[config.mk]
export PLATFORM = sky130hd
export DESIGN_NAME = serial_rate_gen
export DESIGN_NICKNAME = d
export VERILOG_FILES = /design/src/rtl/serial_rate_gen.sv
export SDC_FILE = /design/constraint.sdc
export NUM_CORES = 1
export LEC_CHECK = 0
export ABC_CLOCK_PERIOD_IN_PS = 2150
export BUFFER_PORTS_ARGS = -buffer_cell sky130_fd_sc_hd__buf_4
export CORE_ASPECT_RATIO = 0.5
export CORE_MARGIN = 2
export CORE_UTILIZATION = 50
export CTS_BUF_LIST = sky130_fd_sc_hd__clkbuf_4 sky130_fd_sc_hd__clkbuf_8
export DETAILED_ROUTE_END_ITERATION = 12
export PLACE_DENSITY = 0.72
export SLEW_MARGIN = 10
export SYNTH_ARGS = -nofsm -noshare
export SYNTH_HDL_FRONTEND = slang
export SYNTH_SLANG_ARGS = --single-unit
[constraint.sdc]
create_clock -name clk -period 2.15 [get_ports clk]
set_input_delay 0.215 -clock clk [delete_from_list [all_inputs] [get_ports clk]]
set_output_delay 0.215 -clock clk [all_outputs]
set_load 0.03 [all_outputs]
[src/rtl/serial_rate_gen.sv]
module serial_rate_gen #(
  parameter int NW = 16,
  parameter int SYNC_STAGES = 2
) (
  input  logic          clk,
  input  logic          rst_n,
  input  logic          gen_en,
  input  logic          src_sel,
  input  logic          ext_clk_in,
  input  logic [NW-1:0] n_val,
  input  logic          async_mode,
  input  logic [1:0]    rx_ratio,
  input  logic [1:0]    tx_ratio,
  input  logic          tx_clk_oe,
  output logic          os_tick,
  output logic          rx_bit_tick,
  output logic          tx_bit_tick,
  output logic          tx_clk_pin
);
  localparam int PW = 5;

  logic [SYNC_STAGES:0] ext_sh;
  logic [NW-1:0]        cnt;
  logic                 src_pulse, div_hit, pin_q;
  logic [1:0][1:0]      ratio;

  assign ratio = {tx_ratio, rx_ratio};

  function automatic logic [PW-1:0] lim_of(input logic [1:0] code, input logic am);
    logic [PW-1:0] l;
    case (code)
      2'b00:   l = PW'(0);
      2'b01:   l = PW'(7);
      2'b10:   l = PW'(15);
      default: l = PW'(31);
    endcase
    return am ? l : '0;
  endfunction

  always_ff @(posedge clk) begin
    if (!rst_n) ext_sh <= '0;
    else        ext_sh <= {ext_sh[SYNC_STAGES-1:0], ext_clk_in};
  end

  assign src_pulse = src_sel ? (ext_sh[SYNC_STAGES-1] & ~ext_sh[SYNC_STAGES]) : 1'b1;
  assign div_hit   = gen_en & src_pulse & (cnt == '0);

  always_ff @(posedge clk) begin
    if (!rst_n)         cnt <= '0;
    else if (!gen_en)   cnt <= n_val;
    else if (src_pulse) cnt <= (cnt == '0) ? n_val : cnt - 1'b1;
  end

  always_ff @(posedge clk) begin
    if (!rst_n) os_tick <= 1'b0;
    else        os_tick <= div_hit;
  end

  for (genvar d = 0; d < 2; d++) begin : g_dir
    logic [PW-1:0] pc, lim;
    logic          hit_c, hit_q;
    assign lim   = lim_of(ratio[d], async_mode);
    assign hit_c = div_hit & (pc >= lim);
    always_ff @(posedge clk) begin
      if (!rst_n) begin
        pc    <= '0;
        hit_q <= 1'b0;
      end else begin
        hit_q <= hit_c;
        if (!gen_en)     pc <= '0;
        else if (hit_c)  pc <= '0;
        else if (div_hit) pc <= pc + 1'b1;
      end
    end
  end

  assign rx_bit_tick = g_dir[0].hit_q;
  assign tx_bit_tick = g_dir[1].hit_q;

  always_ff @(posedge clk) begin
    if (!rst_n)                pin_q <= 1'b0;
    else if (!gen_en)          pin_q <= 1'b0;
    else if (g_dir[1].hit_c)   pin_q <= ~pin_q;
  end

  assign tx_clk_pin = tx_clk_oe & pin_q;
endmodule


Yosys cells after proc, flatten, opt, wreduce, memory -nomap -nowiden --
Index checks and enable logic that the tools add are counted.
Word-level totals: bits of input ports 27, word-level logic and storage cells 42, register bits after elaboration 33
Operators by class: muxes and demuxes 8, equality and inequality tests 5, reductions and logical operators 6, bitwise logic cells 10, magnitude comparators 2, $add $sub $neg 3
Operators by type and width (count):
- $mux W16 | 3
- $pmux W5 S3 | 2
- $logic_not A16 Y1 | 1
- $sub A16 B1 Y16 const B | 1
- $add A5 B1 Y5 const B | 2
- $ge A5 B5 Y1 | 2
- $mux W5 | 2
- $and A1 B1 Y1 | 6
- $reduce_or A3 Y1 | 2
- $eq A2 B1 Y1 const B | 2
- $eq A2 B2 Y1 const B | 2
- $logic_not A2 Y1 | 2
- $not A1 Y1 | 4
- $ne A2 B1 Y1 const B | 1
- $reduce_and A2 Y1 | 1
- $mux W1 | 1

Logic depth before layout (Yosys ltp) --
depth in word-level cells 7, mapped depth 9

Least setup slack after synthesis --
No wires, ideal clock.
path kind register to register, from register cnt[0], to register cnt[13], cell stages (with the launch flop) 6, period minus slack after synthesis 1.984 ns, arrival 1.864 ns, setup slack 0.166 ns, path buffers 0, path through dfxtp_1 or4_4 or4b_4 nor3_4 a21oi_2 a211o_1
Between the ends: cells in the longest elaborated chain, start to end 4, elaborated cells between the ends (all ways) 5, classes of those cells add/sub (1); mux (3); reduce/logical (1)
Ends and longest elaborated chain:
- start, declared | RTL line 23 | logic [NW-1:0] cnt;
- start signal, assigned | RTL line 50 | else if (!gen_en) cnt <= n_val;
- start signal, assigned | RTL line 51 | else if (src_pulse) cnt <= (cnt == '0) ? n_val : cnt - 1'b1;
- $sub A16 B1 Y16 / $logic_not A16 Y1 (equally long branches) | RTL line 51
- $mux W16 * (2 in series) | RTL line 51
- $mux W16 * | RTL line 50
Mark *: on every way between the ends. The rest lies on a longest branch, timed or not. The select of a mux whose other input is x is not followed. A chain may end at the register's enable or synchronous reset.

Worst setup path after layout --
from register cnt[1], to register cnt[15]
Same word-level chain as after synthesis.

==> summary.md <==
| Metric | Value |
|---|---|
| Status | completed |
| Final setup vio count | 0 |
| Worst endpoint data arrival time | 2.26 ns |
| Final number of max-transition violations | 0 |
| Wire length of the first global-routing pass | 8.45 mm |
| Total of max-cap violations | 0 |
| Flops & latches, synth | 33 |
| Antenna violations before repair | 0 |
| Reg-to-reg slack, setup | 0.04 ns |
| Global route total overflow | 0 |
| HP Class | input pin to flip-flop |
| DRC marker count from the first detailed-route iteration | 90 |
| Comb power frac | 0.234 |
| Number of clock sinks seen by CTS | 33 |
| Cts hold-fix bufs | 0 |
| Most frequent standard cell in the layout excluding fill and tap cells | buf_4 |
| Total count of hold-check failures in the final report | 0 |
| Die width | 93.7 um |
| Area of the die | 4570 um2 |
| Ys async rst share | 0 |
| Clock latency reported for the late side of the worst-skew pair | 0.28 ns |
| Antenna Violating Nets Remaining | 0 |
| Port Buffers | 30 |
| Final Cell Area | 2500 um2 |
| Area growth from synthesis to layout | 24.6% |
| Root buffer cell | clkbuf_8 |
| Worst IR Drop VDD | 0.342 mV |
| Proportion of layout cells with a drive suffix above 1 | 0.217 |
| Syn nets | 299 |
| PD cells | 688 nW/um2 |
| I/O pin total | 31 |
| Sequential power share | 0.406 |
| Maximum net fanout on the critical path | 5 |
| Number of global-route vias before repair | 1888 |
| Worst slew margin relative to its limit | 0.703 |
| Critical path's largest stage delay | 0.59 ns |
| Worst clock skew | 0.00308 ns |
| Routed Wire Length | 4.89 mm |
| Slowest library cell on the worst path | or4b_4 |
| Proportion of power drawn by the clock network | 0.360 |
| Row count | 16 |
| Number of search-and-repair iterations in the first detailed-routing pass | 5 |
| Final #Nets | 339 |
| HPWL Detailed | 3.50 mm |
| Buffer and inverter count on the worst path | 0 |
| Chain of cells forming the critical path | or4_4 > or4b_4 > or2_0 > a21oi_1 > o22ai_1 |
| Post-Syn Area per Cell | 7.79 um2 |
| Top FF cell, synth | dfxtp_1 |
| Critical Path Source Type | flip-flop |
| Fill cells | 343 |
| Yosys Warn Count | 0 |
| WL per Instance | 13.9 um |
| Multi-input gate area in the final layout | 1270 um2 |
| Area inside the core boundary | 3880 um2 |
| Critical path data required time | 2.31 ns |
| Final Wtd Congestion | 0.823 |
| Clock tree from TritonCTS | yes |
| Period utilisation layout | 0.979 |
| Tightest Pin Transition | 0.443 ns |
| Internal power summed over all cells | 0.00124 W |
| Most used cells in the layout excluding fill and tap cells | 47 x buf_4, 34 x nand2_1, 32 x dfxtp_1 |
| Unrepaired setup endpoints after global routing | no |
| Die Y | 48.8 um |
| Sequential share of the synthesized area | 0.329 |
| Cells after synthesis | 258 |
| Via count | 2057 |
| Count of flip-flops with a built-in enable after synthesis | 0 |
| Ant. Diodes | 0 |
| Classification of the worst setup path | flip-flop to flip-flop |
| Total area of sequential cells | 662 um2 |
| Clock period minus worst slack | 2.11 ns |
| Overall track demand over capacity in global routing | 0.229 |
| Largest net degree at the start of global routing | 21 |
| Yosys cell types | 45 |
| Count of H-tree levels built during CTS | 2 |
| Standby leakage power | 1.03 nW |
| Initial core utilization | 0.517 |
| Maximum frequency from static timing analysis | 475 MHz |
| Vias/cell | 5.83 |
| Clk pin slew, worst setup/hold paths | 0.07 ns |
| Final TNS setup | 0 ns |
| Switching portion of total power | 0.283 |
| Net switching power | 0.000488 W |
| Kind of cell with the highest combined delay on the critical path | simple AND/OR/NAND/NOR gates |
| Netlist area before placement | 2010 um2 |
| Number of buffers created by CTS | 5 |
| Bufs on Longest Clock Path | 2 |
| DRC violations left | 0 |
| Setup crit end kind | flip-flop |
| Standard cell area after detailed placement | 2370 um2 |
==> cell families after synthesis <==
| family | after synthesis | share of synthesized area |
|---|---|---|
| mux | 3 | 0.0149 |
| fa+ha+maj | 14 | 0.0872 |
| flops | 33 | 0.329 |
| compound gates | 65 | 0.201 |
| simple gates | 121 | 0.325 |
| buf+inv | 22 | 0.0430 |
==> per-stage QoR <==
stage	std cells	util	worst slack [ns]	power, W	hold slack (ns)
2_1_floorplan	258	-	0.166	0.000942	0.342
3_3_place_gp	344	0.609	0.119	0.00109	0.416
3_5_place_dp	344	0.609	0.0681	0.00109	0.424
4_1_cts	352	0.640	0.0474	0.00171	0.137
5_1_grt	353	0.645	0.00792	0.00181	0.151
6_report	353	0.645	0.0448	0.00172	0.143
==> state kept, by name, indices dropped and copies added, names as in the netlist <==
name	count
cnt	16
g_dir.pc	10
ext_sh	3
os_tick	1
pin_q	1
rx_bit_tick	1
tx_bit_tick	1
==> layout make-up <==
class | instances | area share
clock buffers | 7 | 0.0360
clock inverters | 1 | 0.0120
inverters | 8 | 0.0120
multi-input cells | 203 | 0.508
flip-flops and latches | 33 | 0.264
well taps | 54 | 0.0270
repair buffers | 47 | 0.141
==> per-layer routing <==
metal / GRT usage / up-vias / routed length (um)
met3: 0.0495 / 9 / 331
met1: 0.301 / 940 / 2200
met5: 0 / - / 0
met4: 0.0628 / 0 / 60
li1: - / 1032 / -
met2: 0.385 / 76 / 2300
==> timing repair <==
item | 4_1_cts | 5_1_grt
buffers inserted | 0 | 1
gates resized for setup | 0 | 2
setup endpoints to repair | 0 | 21
==> power by group through the flow <==
| stage | registers (W) | logic [W] | clock network [W] |
|---|---|---|---|
| 3_5_place_dp | 0.000710 | 0.000383 | 0 |
| 5_1_grt | 0.000706 | 0.000446 | 0.000660 |
| 3_3_place_gp | 0.000707 | 0.000379 | 0 |
| 2_1_floorplan | 0.000695 | 0.000247 | 0 |
| 6_report | 0.000701 | 0.000403 | 0.000620 |
| 4_1_cts | 0.000697 | 0.000387 | 0.000628 |
==> cells in the mapped netlist (3+ instances only) <==
library cell	number	area, um2
a211oi_1	5	37.5
o21ai_0	18	90.1
nor4_1	3	18.8
inv_1	8	30.0
nor3_1	9	45.0
and2_1	7	43.8
nand3b_1	3	22.5
clkbuf_1	11	41.3
nand2_1	34	128
mux2i_1	3	30.0
nor2_1	12	45.0
or4_1	3	22.5
nand3_1	25	125
nor2b_1	3	18.8
a31oi_1	11	68.8
buf_2	3	15.0
ha_1	14	175
dfxtp_1	33	661
a21oi_1	12	60.1
nand4_1	5	31.3
o22ai_1	5	31.3
==> path summary, 6_finish.rpt <==
check	start	to	cells after the start
hold / removal	ext_clk_in	ext_sh[0]$_SDFF_PN0_	2
hold reg to reg	ext_sh[0]$_SDFF_PN0_	ext_sh[1]$_SDFF_PN0_	1
setup reg to reg	cnt[1]$_SDFFE_PN0P_	cnt[15]$_SDFFE_PN0P_	5
setup / recovery	cnt[1]$_SDFFE_PN0P_	cnt[15]$_SDFFE_PN0P_	5
Note: power is estimated with default switching activity, not from simulation.
